--- config.mk ---
export PLATFORM = sky130hd
export DESIGN_NAME = pt_xlat
export DESIGN_NICKNAME = d
export VERILOG_FILES = /design/src/rtl/pt_xlat_pkg.sv /design/src/rtl/pt_xlat_perm.sv /design/src/rtl/pt_xlat_cam.sv /design/src/rtl/pt_xlat.sv
export SDC_FILE = /design/constraint.sdc
export NUM_CORES = 1
export LEC_CHECK = 0
export BUFFER_PORTS_ARGS = -buffer_cell sky130_fd_sc_hd__buf_2
export CAP_MARGIN = 20
export CORE_UTILIZATION = 55
export CTS_BUF_LIST = sky130_fd_sc_hd__clkbuf_2
export DETAILED_ROUTE_END_ITERATION = 8
export GPL_TIMING_DRIVEN = 0
export PLACE_DENSITY = 0.78
export SLEW_MARGIN = 20
export SYNTH_ARGS = -nofsm -noshare
export SYNTH_HDL_FRONTEND = slang
export SYNTH_HIERARCHICAL = 1
export SYNTH_SLANG_ARGS = --single-unit
--- constraint.sdc ---
create_clock -name clk -period 6.26 [get_ports clk]
set_input_delay 0.313 -clock clk [delete_from_list [all_inputs] [get_ports clk]]
set_output_delay 0.313 -clock clk [all_outputs]
set_load 0.03 [all_outputs]
--- src/rtl/pt_xlat_pkg.sv ---
package pt_xlat_pkg;
   typedef enum logic [1:0] {ACC_FETCH = 2'd0, ACC_LOAD = 2'd1, ACC_STORE = 2'd2} acc_e;
   typedef enum logic [1:0] {FLT_NONE = 2'd0, FLT_PAGE = 2'd1, FLT_PROT = 2'd2} flt_e;
   typedef enum logic [1:0] {S_IDLE, S_LOOK, S_WB, S_RD} walk_st_e;
   localparam int PTE_W   = 32;
   localparam int PTE_V   = 31;
   localparam int PTE_D   = 30;
   localparam int PTE_R   = 29;
   localparam int PTE_WR  = 28;
   localparam int PTE_X   = 27;
   typedef struct packed {
      logic r;
      logic w;
      logic x;
   } perm_t;
endpackage

--- src/rtl/pt_xlat_perm.sv ---
module pt_xlat_perm
   import pt_xlat_pkg::*;
(
   input  logic [1:0] kind,
   input  perm_t      perm,
   output logic       allow
);
   always_comb begin
      case (acc_e'(kind))
         ACC_FETCH: allow = perm.x;
         ACC_LOAD:  allow = perm.r;
         ACC_STORE: allow = perm.w;
         default:   allow = 1'b0;
      endcase
   end
endmodule

--- src/rtl/pt_xlat_cam.sv ---
module pt_xlat_cam
   import pt_xlat_pkg::*;
#(
   parameter int ENTRIES = 8,
   parameter int VPN_W   = 20,
   parameter int PPN_W   = 20,
   localparam int IDX_W  = $clog2(ENTRIES)
) (
   input  logic             clk,
   input  logic             rst_n,
   input  logic             flush,
   input  logic [VPN_W-1:0] look_vpn,
   input  logic             set_dirty,
   input  logic             clr_dirty,
   input  logic [IDX_W-1:0] clr_idx,
   input  logic             fill_en,
   input  logic [IDX_W-1:0] fill_idx,
   input  logic [VPN_W-1:0] fill_vpn,
   input  logic [PPN_W-1:0] fill_ppn,
   input  perm_t            fill_perm,
   output logic             hit,
   output logic [PPN_W-1:0] hit_ppn,
   output perm_t            hit_perm,
   output logic [IDX_W-1:0] victim_idx,
   output logic             victim_wb,
   output logic [VPN_W-1:0] victim_vpn,
   output logic [PPN_W-1:0] victim_ppn,
   output perm_t            victim_perm
);
   logic [ENTRIES-1:0] valid_q, dirty_q, match;
   logic [VPN_W-1:0]   vpn_q  [ENTRIES];
   logic [PPN_W-1:0]   ppn_q  [ENTRIES];
   perm_t              perm_q [ENTRIES];
   logic [IDX_W-1:0]   rr_q, hit_idx, free_idx;
   logic               has_free;

   for (genvar g = 0; g < ENTRIES; g++) begin : g_cmp
      assign match[g] = valid_q[g] && (vpn_q[g] == look_vpn);
   end

   always_comb begin
      hit_idx  = '0;
      free_idx = '0;
      has_free = 1'b0;
      for (int i = 0; i < ENTRIES; i++) begin
         if (match[i]) hit_idx = IDX_W'(i);
      end
      for (int i = ENTRIES - 1; i >= 0; i--) begin
         if (!valid_q[i]) begin
            free_idx = IDX_W'(i);
            has_free = 1'b1;
         end
      end
   end

   assign hit         = |match;
   assign hit_ppn     = ppn_q[hit_idx];
   assign hit_perm    = perm_q[hit_idx];
   assign victim_idx  = has_free ? free_idx : rr_q;
   assign victim_wb   = valid_q[victim_idx] && dirty_q[victim_idx];
   assign victim_vpn  = vpn_q[victim_idx];
   assign victim_ppn  = ppn_q[victim_idx];
   assign victim_perm = perm_q[victim_idx];

   always_ff @(posedge clk or negedge rst_n) begin
      if (!rst_n) begin
         valid_q <= '0;
         dirty_q <= '0;
         rr_q    <= '0;
         for (int i = 0; i < ENTRIES; i++) begin
            vpn_q[i]  <= '0;
            ppn_q[i]  <= '0;
            perm_q[i] <= '0;
         end
      end else begin
         if (set_dirty) dirty_q[hit_idx] <= 1'b1;
         if (clr_dirty) dirty_q[clr_idx] <= 1'b0;
         if (flush) begin
            valid_q <= '0;
         end else if (fill_en) begin
            valid_q[fill_idx] <= 1'b1;
            dirty_q[fill_idx] <= 1'b0;
            vpn_q[fill_idx]   <= fill_vpn;
            ppn_q[fill_idx]   <= fill_ppn;
            perm_q[fill_idx]  <= fill_perm;
            if (&valid_q)
               rr_q <= (rr_q == IDX_W'(ENTRIES - 1)) ? '0 : rr_q + 1'b1;
         end
      end
   end

   // a flush leaves no valid entry behind
   a_r8_flush_empties: assert property (@(posedge clk) disable iff (!rst_n)
      flush |=> (valid_q == '0));
   // a page never sits in two entries
   a_r7_single_match: assert property (@(posedge clk) disable iff (!rst_n)
      $onehot0(match));
   // a fresh entry starts unmodified
   a_r5_fill_clean: assert property (@(posedge clk) disable iff (!rst_n)
      (fill_en && !flush) |=> (valid_q[$past(fill_idx)] && !dirty_q[$past(fill_idx)]));
endmodule

--- src/rtl/pt_xlat.sv ---
module pt_xlat
   import pt_xlat_pkg::*;
#(
   parameter int ENTRIES   = 8,
   parameter int VA_W      = 32,
   parameter int PA_W      = 32,
   parameter int PAGE_BITS = 12
) (
   input  logic            clk,
   input  logic            rst_n,
   input  logic            flush,
   input  logic [PA_W-1:0] pt_base,
   input  logic            req_valid,
   input  logic [VA_W-1:0] req_vaddr,
   input  logic [1:0]      req_kind,
   output logic            req_ready,
   output logic            rsp_valid,
   output logic [PA_W-1:0] rsp_paddr,
   output logic [1:0]      rsp_fault,
   output logic            mem_req,
   output logic            mem_we,
   output logic [PA_W-1:0] mem_addr,
   output logic [PTE_W-1:0] mem_wdata,
   input  logic            mem_ack,
   input  logic [PTE_W-1:0] mem_rdata
);
   localparam int VPN_W = VA_W - PAGE_BITS;
   localparam int PPN_W = PA_W - PAGE_BITS;
   localparam int IDX_W = $clog2(ENTRIES);
   localparam int PAD_W = PTE_X - PPN_W;
   localparam int AHI_W = PA_W - VPN_W - 2;

   if (ENTRIES < 2) begin : g_bad_entries
      $error("pt_xlat: ENTRIES must be at least 2");
   end
   if (PPN_W > PTE_X - 1) begin : g_bad_ppn
      $error("pt_xlat: page number does not fit the table word");
   end
   if (AHI_W < 0) begin : g_bad_addr
      $error("pt_xlat: table address narrower than scaled page number");
   end

   walk_st_e         st_q;
   logic [VA_W-1:0]  va_q;
   logic [1:0]       kind_q;
   logic [IDX_W-1:0] vic_q;
   logic [PA_W-1:0]  wb_addr_q;
   logic [PTE_W-1:0] wb_data_q;
   logic             rsp_valid_q;
   logic [PA_W-1:0]  rsp_paddr_q;
   logic [1:0]       rsp_fault_q;

   logic             hit, allow, victim_wb;
   logic [PPN_W-1:0] hit_ppn, victim_ppn;
   perm_t            hit_perm, victim_perm, fill_perm;
   logic [IDX_W-1:0] victim_idx;
   logic [VPN_W-1:0] victim_vpn, vpn_cur;
   logic             set_dirty, clr_dirty, fill_en;

   function automatic logic [PA_W-1:0] pte_addr(input logic [PA_W-1:0] base,
                                                input logic [VPN_W-1:0] vpn);
      return base + {{AHI_W{1'b0}}, vpn, 2'b00};
   endfunction

   assign vpn_cur   = va_q[VA_W-1:PAGE_BITS];
   assign fill_perm = '{r: mem_rdata[PTE_R], w: mem_rdata[PTE_WR], x: mem_rdata[PTE_X]};
   assign set_dirty = (st_q == S_LOOK) && hit && allow && (acc_e'(kind_q) == ACC_STORE);
   assign clr_dirty = (st_q == S_WB) && mem_ack;
   assign fill_en   = (st_q == S_RD) && mem_ack && mem_rdata[PTE_V];

   pt_xlat_cam #(.ENTRIES(ENTRIES), .VPN_W(VPN_W), .PPN_W(PPN_W)) u_cam (
      .clk(clk), .rst_n(rst_n), .flush(flush), .look_vpn(vpn_cur),
      .set_dirty(set_dirty), .clr_dirty(clr_dirty), .clr_idx(vic_q),
      .fill_en(fill_en), .fill_idx(vic_q), .fill_vpn(vpn_cur),
      .fill_ppn(mem_rdata[PPN_W-1:0]), .fill_perm(fill_perm),
      .hit(hit), .hit_ppn(hit_ppn), .hit_perm(hit_perm),
      .victim_idx(victim_idx), .victim_wb(victim_wb), .victim_vpn(victim_vpn),
      .victim_ppn(victim_ppn), .victim_perm(victim_perm)
   );

   pt_xlat_perm u_perm (.kind(kind_q), .perm(hit_perm), .allow(allow));

   always_ff @(posedge clk or negedge rst_n) begin
      if (!rst_n) begin
         st_q        <= S_IDLE;
         va_q        <= '0;
         kind_q      <= '0;
         vic_q       <= '0;
         wb_addr_q   <= '0;
         wb_data_q   <= '0;
         rsp_valid_q <= 1'b0;
         rsp_paddr_q <= '0;
         rsp_fault_q <= FLT_NONE;
      end else begin
         rsp_valid_q <= 1'b0;
         case (st_q)
            S_IDLE: if (req_valid) begin
               va_q   <= req_vaddr;
               kind_q <= req_kind;
               st_q   <= S_LOOK;
            end
            S_LOOK: if (hit) begin
               rsp_valid_q <= 1'b1;
               rsp_paddr_q <= allow ? {hit_ppn, va_q[PAGE_BITS-1:0]} : '0;
               rsp_fault_q <= allow ? FLT_NONE : FLT_PROT;
               st_q        <= S_IDLE;
            end else begin
               vic_q     <= victim_idx;
               wb_addr_q <= pte_addr(pt_base, victim_vpn);
               wb_data_q <= {1'b1, 1'b1, victim_perm.r, victim_perm.w, victim_perm.x,
                             {PAD_W{1'b0}}, victim_ppn};
               st_q      <= victim_wb ? S_WB : S_RD;
            end
            S_WB: if (mem_ack) st_q <= S_RD;
            S_RD: if (mem_ack) begin
               if (mem_rdata[PTE_V]) begin
                  st_q <= S_LOOK;
               end else begin
                  rsp_valid_q <= 1'b1;
                  rsp_paddr_q <= '0;
                  rsp_fault_q <= FLT_PAGE;
                  st_q        <= S_IDLE;
               end
            end
            default: st_q <= S_IDLE;
         endcase
      end
   end

   assign req_ready = (st_q == S_IDLE);
   assign rsp_valid = rsp_valid_q;
   assign rsp_paddr = rsp_paddr_q;
   assign rsp_fault = rsp_fault_q;
   assign mem_req   = (st_q == S_WB) || (st_q == S_RD);
   assign mem_we    = (st_q == S_WB);
   assign mem_addr  = (st_q == S_WB) ? wb_addr_q : pte_addr(pt_base, vpn_cur);
   assign mem_wdata = wb_data_q;

   // an accepted request makes the block busy
   a_r9_busy_after_accept: assert property (@(posedge clk) disable iff (!rst_n)
      (req_valid && req_ready) |=> !req_ready);
   // the result strobe lasts one cycle
   a_r9_rsp_pulse: assert property (@(posedge clk) disable iff (!rst_n)
      rsp_valid |=> !rsp_valid);
   // a pending memory access is held until acknowledged
   a_r9_mem_hold: assert property (@(posedge clk) disable iff (!rst_n)
      (mem_req && !mem_ack) |=> (mem_req && $stable(mem_addr) && $stable(mem_we)));
   // a completed write-back is followed by the refill read
   a_r5_wb_then_read: assert property (@(posedge clk) disable iff (!rst_n)
      (mem_req && mem_we && mem_ack) |=> (mem_req && !mem_we));
   // a faulting response carries no address
   a_r3_fault_zero_addr: assert property (@(posedge clk) disable iff (!rst_n)
      (rsp_valid && rsp_fault != 2'd0) |-> (rsp_paddr == '0));
endmodule

Yosys cells after proc, flatten, opt, wreduce, memory -nomap -nowiden
Cells that the tools add are included.

cells by class
  reduce and logical (&&, ||, !) cells = 30
  bitwise logic cells = 10
  magnitude comparators = 9
  muxes and demuxes = 84
  add/subtract/negate cells = 3
  equal/unequal tests = 19

operator list
  cell                                                                           count
  160-bit bitwise mux                                                            2
  20-bit binary-select mux with 3-bit select                                     3
  20-bit == test                                                                 8
  32-bit two-way mux                                                             5
  20-bit two-way mux                                                             7
  32-bit by 22-bit adder with 32-bit output                                      2
  32-bit case mux with 2 select lines                                            1
  3-bit two-way mux                                                              21
  20-bit demux with 3-bit select                                                 1
  8-bit two-way mux                                                              6
  24-bit bitwise mux                                                             1
  3-bit binary-select mux with 3-bit select                                      2
  1-bit logical AND                                                              18
  1-bit two-way mux                                                              18
  8-bit bitwise AND                                                              2
  2-bit two-way mux                                                              8
  8-bit OR                                                                       2
  4-bit >= comparator (second input constant)                                    3
  3-bit by 4-bit less-than comparator with 1-bit output (second input constant)  3
  3-bit inverter with 4-bit output                                               3
  10-bit AND reduction                                                           1
  3-bit demux with 3-bit select                                                  1
  2-bit != test (second input constant)                                          4
  8-bit inverter                                                                 1
  21 further kinds                                                               32

storage, ports and cells
  output and inout bits = 102
  flip-flop bits (word level) = 493
  word-level logic and storage cells = 207

Depth between registers and ports, before layout
Gate-level depths: netlist (run 1).

  depth in word-level cells = 22
  mapped depth = 22
  gate-level depth less buffers = 20

By module
Netlist (run 1), hierarchy kept.

by module, submodules not included
  module        area an instance (sq um)  sequential area each (sq um)  instances  cells each
  pt_xlat_cam   20991.4                   9083.7                        1          2123
  pt_xlat       7827.5                    3253.1                        1          932
  pt_xlat_perm  22.5                      0.0                           1          3

Least setup slack after synthesis (run 1)
Ideal clock, no wire load.

  path kind = register to register
  start point = register u_cam.valid_q[6]
  end point = register wb_addr_q[26]
  data required time = 6.139 ns
  path slack = 2.495 ns
  stages on the path, launching flop included = 22
  data arrival time = 3.644 ns
  library setup time = 0.121 ns
  cell sequence = dfrtp_1 > inv_1 > o21ai_0 > a21boi_0 > o21ai_0 > a22oi_1 > inv_2 > clkbuf_1 > nand3_1 > nand2_1 > o21ai_0 > ha_1 > inv_1 > fa_1 > nand2b_1 > a21oi_1 > o221ai_1 > a21oi_1 > nor2b_1 > or2_1 > mux2i_1 > nor2_1

between the ends
  cells in the longest elaborated chain, start to end = 13
  elaborated cells between the ends (all ways) = 24
  those cells by class = add/sub (1); mux (18); bitwise (2); reduce/logical (3)

ends and longest elaborated chain
  what                                                                  RTL line           RTL
  from (decl)                                                           pt_xlat_cam.sv:30  logic [ENTRIES-1:0] valid_q, dirty_q, match;
  from (signal assigned)                                                pt_xlat_cam.sv:67  valid_q <= '0;
  from (signal assigned)                                                pt_xlat_cam.sv:79  valid_q <= '0;
  from (signal, indexed assignment)                                     pt_xlat_cam.sv:81  valid_q[fill_idx] <= 1'b1;
  3-bit two-way mux or 1-bit two-way mux (tied branches) (7 in series)  pt_xlat_cam.sv:49  if (!valid_q[i]) begin
  3-bit two-way mux *                                                   pt_xlat_cam.sv:59  assign victim_idx = has_free ? free_idx : rr_q;
  3-bit inverter with 4-bit output (implied by the code) *              pt_xlat_cam.sv:61  assign victim_vpn = vpn_q[victim_idx];
  20-bit binary-select mux with 3-bit select *                          pt_xlat_cam.sv:61
  20-bit two-way mux (implied by the code) * (2 in series)              pt_xlat_cam.sv:61
  net victim_vpn[0]                                                     pt_xlat.sv:57      logic [VPN_W-1:0] victim_vpn, vpn_cur;
  32-bit by 22-bit adder with 32-bit output *                           pt_xlat.sv:62      return base + {{AHI_W{1'b0}}, vpn, 2'b00};
  to (signal assigned)                                                  pt_xlat.sv:109     wb_addr_q <= pte_addr(pt_base, victim_vpn);
  to (decl)                                                             pt_xlat.sv:47      logic [PA_W-1:0] wb_addr_q;

The timed path passes the listed nets; every way through them passes the cells marked *. The select of a mux whose other input is x is not followed.
A chain may end at the register's enable or synchronous reset.

Worst setup path after layout (run 1)
  start point = register u_cam.valid_q[6]
  end point = register wb_addr_q[31]

The elaborated chain is that of the path after synthesis.

==> flow_summary_export.csv, run 1 <==
group,metric,value,unit
placement,place_congestion,1.03,
floorplanning,die_h,231,µm
placement,portBuffers,186,
run_status,status,"completed",
floorplanning,dieArea,0.0534,mm²
synthesis,synth_top_area_frac,0.428,
timing,setup_violations,0,
synthesis,netlist_instances,3058,
timing,fin_crit,6.11,ns
route,ant_nets,0,
setup_path,cp.arrival,7.37,ns
synthesis,muxShareOfSynthArea,0.165,
synthesis,synth.distinct_cells,85,
power_and_ir_drop,p_total,13.6,mW
floorplanning,die-width,231,µm
synthesis,ys.flop_type,"dfrtp_1",
timing,hold_viol,0,
global_routing,grt_antenna_before_repair,5,
synthesis,async_reset_ff_frac,1.00,
synthesis,synth_top_family_by_area,"simple AND/OR/NAND/NOR gates",
synthesis,synth-edff-count,0,
finish,layout_common_cells,"nand2_1 (661), dfrtp_1 (493), mux2_2 (381)",
hold_path,hold_class,"input pin to flip-flop",
finish,fin_area,0.0341,mm²
route,viasPerCell,6.31,
synthesis,avgSynthCellArea,9.43,µm²
route,post_drt_wl_per_cell,23.9,µm
synthesis,synth_compound_area_frac,0.0980,
power_and_ir_drop,vdd_drop_max,0.283,mV
synthesis,ys_top_cells_by_area,"dfrtp_1 (43%), mux2_2 (15%), nand2_1 (8.6%)",
cts,clk_pin_slew_worst_paths,0.10,ns
cts,clock-sinks,493,
finish,multi_input_area,0.0155,mm²
floorplanning,start_util,0.560,
placement,post-dp-hpwl,70900,µm
synthesis,synthAdderAreaFrac,0.0196,
route,drt_iter0_drc,3620,
finish,final-seq-area,0.0123,mm²
global_routing,grt_pass1_wl,158000,µm
setup_path,cp_max_fo,10,
timing,tightest_slew,1.05,ns
floorplanning,core_area,0.0515,mm²
finish,drive_gt1_frac,0.239,
finish,nNetsFinal,3749,
synthesis,synth-simple-area-share,0.189,
setup_path,critPathRequiredTime,7.53,ns
timing,relSlewSlack,0.297,
route,drt-total-wl,105000,µm
synthesis,yosysWarningCount,6,
global_routing,overflow,0,
placement,postPlaceCellArea,0.0308,mm²
timing,fin_crit_sh,0.976,
synthesis,ys_seq_area_frac,0.428,
setup_path,startpoint_type,"flip-flop",
route,vias,27600,
cts,clock_latency,1.41,ns
synthesis,synth_largest_area_cell,"dfrtp_1",
setup_path,crit_type,"flip-flop to flip-flop",
synthesis,synthXorXnorAreaFrac,0.0632,
global_routing,grt_max_degree,95,
global_routing,first_global_vias,27200,
power_and_ir_drop,pwr_density_cell,400,mW/mm²
finish,final_util,0.662,
finish,areaGrowthSynthToFinish,18.3,%
synthesis,synth.cell_area,0.0288,mm²
setup_path,end_kind,"flip-flop",
power_and_ir_drop,power.leakage,16.6,nW
cts,cts_buffer_depth,3,
timing,slew_viol_final,0,
timing,fmax,164,MHz
floorplanning,ios,205,
global_routing,grt_use_total,0.394,
route,dr.pass1.iters,8,
route,drc_errors,0,
cts,cts_tree,"done",
finish,nFillCells,4059,
finish,final_common_cell,"nand2_1",
cts,root_buffer,"clkbuf_2",
synthesis,synth_seq_cells,493,
cts,cts_buffers,135,
cts,cts-htree-levels,4,
run,maxCapViolCount,0,
timing,clock_skew,0.134,ns
floorplanning,rows,83,
==> cell usage after synthesis, drive strengths merged (7+ instances only) <==
master	n
nand2	662
dfrtp	493
mux2	381
nand3	251
clkbuf	143
o21ai	140
nor2	132
xnor2	114
a21oi	101
xor2	94
buf	65
nand4	51
a221oi	45
mux2i	44
ha	42
a21o	41
inv	30
nor4	29
a22oi	22
a31oi	17
nor3	15
nand2b	12
and3	10
and2	9
nor2b	9
o21a	8
or4	7
==> state kept, by name (all words and copies together), names as in the netlist, 2 cells and up, named ones only <==
| register | cells |
|---|---|
| u_cam/rr_q | 3 |
| u_cam/valid_q | 8 |
| rsp_fault | 2 |
| vic_q | 3 |
| rsp_paddr | 32 |
| u_cam/dirty_q | 8 |
| va_q | 32 |
| u_cam/ppn_q | 160 |
| mem_wdata | 24 |
| u_cam/vpn_q | 160 |
| wb_addr_q | 32 |
| u_cam/perm_q | 24 |
| kind_q | 2 |
==> layer usage <==
metal / global-route usage / part of all wire / vias to the layer above
met1: 0.503 / 0.38 / 13300
met2: 0.588 / 0.44 / 1974
met3: 0.118 / 0.12 / 461
met5: 0 / 0.00022 / -
li1: - / - / 11900
met4: 0.243 / 0.060 / 4
==> where the power goes <==
part / switching [mW] / internal, mW
combinational: 4.33 / 2.46
clock: 1.48 / 0.909
sequential: 0.696 / 3.77
==> worst max-delay path: stages (launching register included) <==
cell and delay, ns:
dfrtp_1 0.55, nand2_1 0.13, o211ai_1 0.09, nand3_1 0.10, nand3_1 0.15, inv_1 0.13, clkbuf_1 0.57, clkbuf_2 0.47
nand2_1 0.13, nand3_1 0.11, nand2_1 0.10, o21ai_0 0.41, ha_1 0.40, a21oi_1 0.14, o211ai_1 0.35, nand4_1 0.18
a21oi_1 0.32, o2111ai_1 0.30, a21oi_1 0.30, xnor2_1 0.10, dlygate4sd3_1 0.58, o21ai_1 0.33
==> path summary, 6_finish.rpt <==
path                       depth (start not counted)                to             start  slack (ns)
max                                               21     wb_addr_q[31]  u_cam/valid_q[6]        0.15
min                                                5     wb_addr_q[18]       pt_base[18]        0.14
max reg2reg                                       21     wb_addr_q[31]  u_cam/valid_q[6]        0.15
min reg2reg                                        2     rsp_paddr[22]     rsp_paddr[22]        0.49
max in group asynchronous                          8  u_cam/ppn_q[107]             rst_n        4.08
min in group asynchronous                          5          va_q[20]             rst_n        0.55
==> area by class of cell <==
type,instances,share of cell area
clock buffers,190,0.0279
multi-input cells,2332,0.453
clock inverters,40,0.00715
diodes,3,0.000220
well taps,680,0.0249
flip-flops and latches,493,0.362
inverters,31,0.00341
plain buffers,208,0.0285
repair buffers,401,0.0934
==> cell families (layout without fill, tap and decap cells) <==
| group | after synthesis | after routing |
|---|---|---|
| other cells | 1 | 10 |
| buf+inv | 239 | 870 |
| xor+xnor | 208 | 208 |
| simple gates | 1221 | 1221 |
| fa+ha+maj | 44 | 44 |
| mux | 426 | 426 |
| compound gates | 426 | 426 |
| flops | 493 | 493 |
==> through the flow <==
| stage | setup WS, ns | instances | hold WS (ns) | TNS (ns) |
|---|---|---|---|---|
| 6_report | 0.152 | 4378 | 0.138 | 0 |
| 5_1_grt | -0.0309 | 4378 | 0.114 | -0.0309 |
| 4_1_cts | 0.0417 | 4371 | 0.00614 | 0 |
| 3_5_place_dp | 0.393 | 3935 | 0.304 | 0 |
| 3_3_place_gp | -5.27 | 3930 | 0.456 | -2555.23 |
| 2_1_floorplan | 2.50 | 3064 | 0.0174 | 0 |
==> repair_timing <==
| action | in CTS | in global routing |
|---|---|---|
| setup buffers | 0 | 4 |
| hold buffers | 206 | 0 |
| hold endpoints to repair | 708 | 0 |
| resized for setup | 0 | 15 |
| endpoints found under the setup margin | 0 | 12 |
No activity file was read; power rests on OpenSTA's default activity.
==> run 2: changes to the inputs <==
- CTS_BUF_LIST: sky130_fd_sc_hd__clkbuf_2 -> unset
==> run 2 against run 1 <==
Register-to-register slack improved by 0.07 ns. Sequential cell count did not move. Non-clock buffer count decreased by 168. Total power rose by 3.3%. Global-route usage is 2.2 points lower. Sequential power about the same. Clock-buffer cell count decreased by 118. Via count shrank 6.1%. Fmax is 1.2% higher. Cell count shrank 6.9%. Worst setup slack improved by 0.073 ns. Highest routed layer unchanged.
==> flow_summary_export.csv, run 2 (synthesis gave the netlist of run 1 again) <==
group,metric,value,unit
power_and_ir_drop,power.leakage,15.9,nW
floorplanning,die-width,231,µm
floorplanning,core_area,0.0515,mm²
route,ant_nets,0,
route,drt-total-wl,99500,µm
finish,nNetsFinal,3499,
finish,final_cells,4076,
setup_path,crit_slowest_cell,"clkbuf_1",
global_routing,first_global_vias,25200,
global_routing,grt_use_total,0.373,
placement,place_congestion,1.03,
timing,tightest_slew,1.13,ns
finish,layout_common_cells,"nand2_1 (661), dfrtp_1 (493), mux2_2 (381)",
setup_path,path_depth,21,
timing,fin_crit,6.04,ns
setup_path,r2r_slack,0.22,ns
route,drc_errors,0,
timing,clock_skew,0.0376,ns
route,vias,25900,
setup_path,end_kind,"flip-flop",
setup_path,timing.rr.end,"wb_addr_q[18]",
finish,final_common_cell,"nand2_1",
setup_path,crit_type,"flip-flop to flip-flop",
setup_path,critPathLaunch,"u_cam/valid_q[6]",
cts,post_cts_buffers,0,
timing,slew_viol_final,0,
timing,rsz0062_at_grt,"no",
placement,post-dp-hpwl,70900,µm
setup_path,crit_buf_inv,3,
cts,clk_pin_slew_worst_paths,0.06,ns
floorplanning,rows,83,
cts,cts_buffer_depth,3,
setup_path,cp.arrival,6.53,ns
global_routing,grt_antenna_before_repair,4,
setup_path,critPathRequiredTime,6.76,ns
setup_path,startpoint_type,"flip-flop",
setup_path,rr_startpoint,"u_cam/valid_q[6]",
route,viasPerCell,6.36,
route,drt_iter0_drc,3036,
timing,setup_violations,0,
cts,cts_tree,"done",
timing,fin_crit_sh,0.964,
placement,pre_cts_ws,0.393,ns
floorplanning,ios,205,
timing,tns,0,ns
setup_path,r2r_cells,21,
power_and_ir_drop,pwr_density_cell,427,mW/mm²
cts,cts-htree-levels,2,
setup_path,critPathTopFamily,"buffers and inverters",
setup_path,cp_max_fo,10,
finish,drive_gt1_frac,0.220,
finish,top_regs,"u_cam/ppn_q (160), u_cam/vpn_q (160)",
global_routing,overflow,0,
global_routing,grt_max_degree,95,
hold_path,whs_path_depth,2,
global_routing,grt_pass1_wl,150000,µm
power_and_ir_drop,vdd_drop_max,0.346,mV
placement,placed_cells,3935,
timing,fmax,166,MHz
finish,final_util,0.641,
finish,areaGrowthSynthToFinish,14.4,%
timing,hold_viol,0,
cts,clock_latency,0.65,ns
setup_path,crit_path_end,"wb_addr_q[18]",
floorplanning,die_h,231,µm
run,maxCapViolCount,0,
timing,setup_ws,0.225,ns
placement,portBuffers,186,
route,post_drt_wl_per_cell,24.4,µm
floorplanning,start_util,0.560,
hold_path,hold_class,"input pin to flip-flop",
setup_path,max_stage_delay,0.74,ns
cts,cts_buffers,53,
setup_path,crit_chain,"nand2_1 > o211ai_1 > nand3_1 > nand3_1 > clkbuf_1 > clkbuf_1 > nand2_1 > nand3_1 > nand2_1 > o21ai_0 > ha_1 > inv_1 > fa_1 > nand2b_1 > a21oi_1 > o221ai_1 > a21oi_1 > nor2b_1 > or2_1 > xnor2_1 > o21ai_0",
route,dr.pass1.iters,6,
power_and_ir_drop,p_total,14.1,mW
timing,relSlewSlack,0.241,
cts,clock-sinks,493,
floorplanning,dieArea,0.0534,mm²
run_status,status,"completed",
cts,root_buffer,"clkbuf_16",
## run 2: cell types whose count changed in the layout (fill, tap and decap cells not counted), sizes merged
cell         previous run  this run
clkinv                 28        12
clkinvlp                4         2
dlygate4sd3           205        42
inv                    37        32
diode                   3         7
buf                   261       256
bufinv                  2         5
clkbuf                333       215
## run 2: worst min-delay path by stage
stage / from / to / slack [ns]
after CTS: mem_rdata[13] / u_cam/ppn_q[33] / 0.0005
final: mem_rdata[0] / u_cam/ppn_q[140] / 0.008
after global placement: mem_wdata[3] / mem_wdata[3] / 0.46
after floorplan: rst_n / async pin / 0.02
after detailed placement: rst_n / wb_addr_q[8] / 0.30
after global routing: mem_rdata[0] / u_cam/ppn_q[40] / 0.01
## run 2: area by class of cell
type / instances / area, µm²
tap: 680 / 851
buffer: 208 / 965
inverter: 31 / 116
fill: 4216 / 18500
multi-input combinational: 2332 / 15500
clock inverter: 20 / 292
antenna: 7 / 17.5
sequential: 493 / 12300
timing repair buffer: 233 / 1500
clock buffer: 72 / 1470
## run 2: repair_timing
item,CTS,global route
setup endpoints to repair,0,2
endpoints found under the hold margin,112,0
hold buffers,42,0
resized for setup,0,1
## run 2: power breakdown
group / total, mW / switching (mW) / leakage [nW] / internal (mW)
combinational: 6.40 / 4.20 / 8.41 / 2.21
clock: 3.23 / 1.37 / 0.856 / 1.85
sequential: 4.46 / 0.679 / 6.60 / 3.78
## run 2: per-stage QoR
stage	area, µm²	hold WS (ns)
floorplan	28900	0.0174
finish	33000	0.00848
CTS	33000	0.000487
global placement	30600	0.456
detailed placement	30800	0.304
global route	33000	0.0138
## run 2: layer usage
layer / global-route usage / vias to the layer above / routed length, µm
met2: 0.569 / 1640 / 43900
met3: 0.0898 / 352 / 10900
met1: 0.491 / 12600 / 39100
met4: 0.194 / 2 / 5570
met5: 0 / - / 15
li1: - / 11300 / -
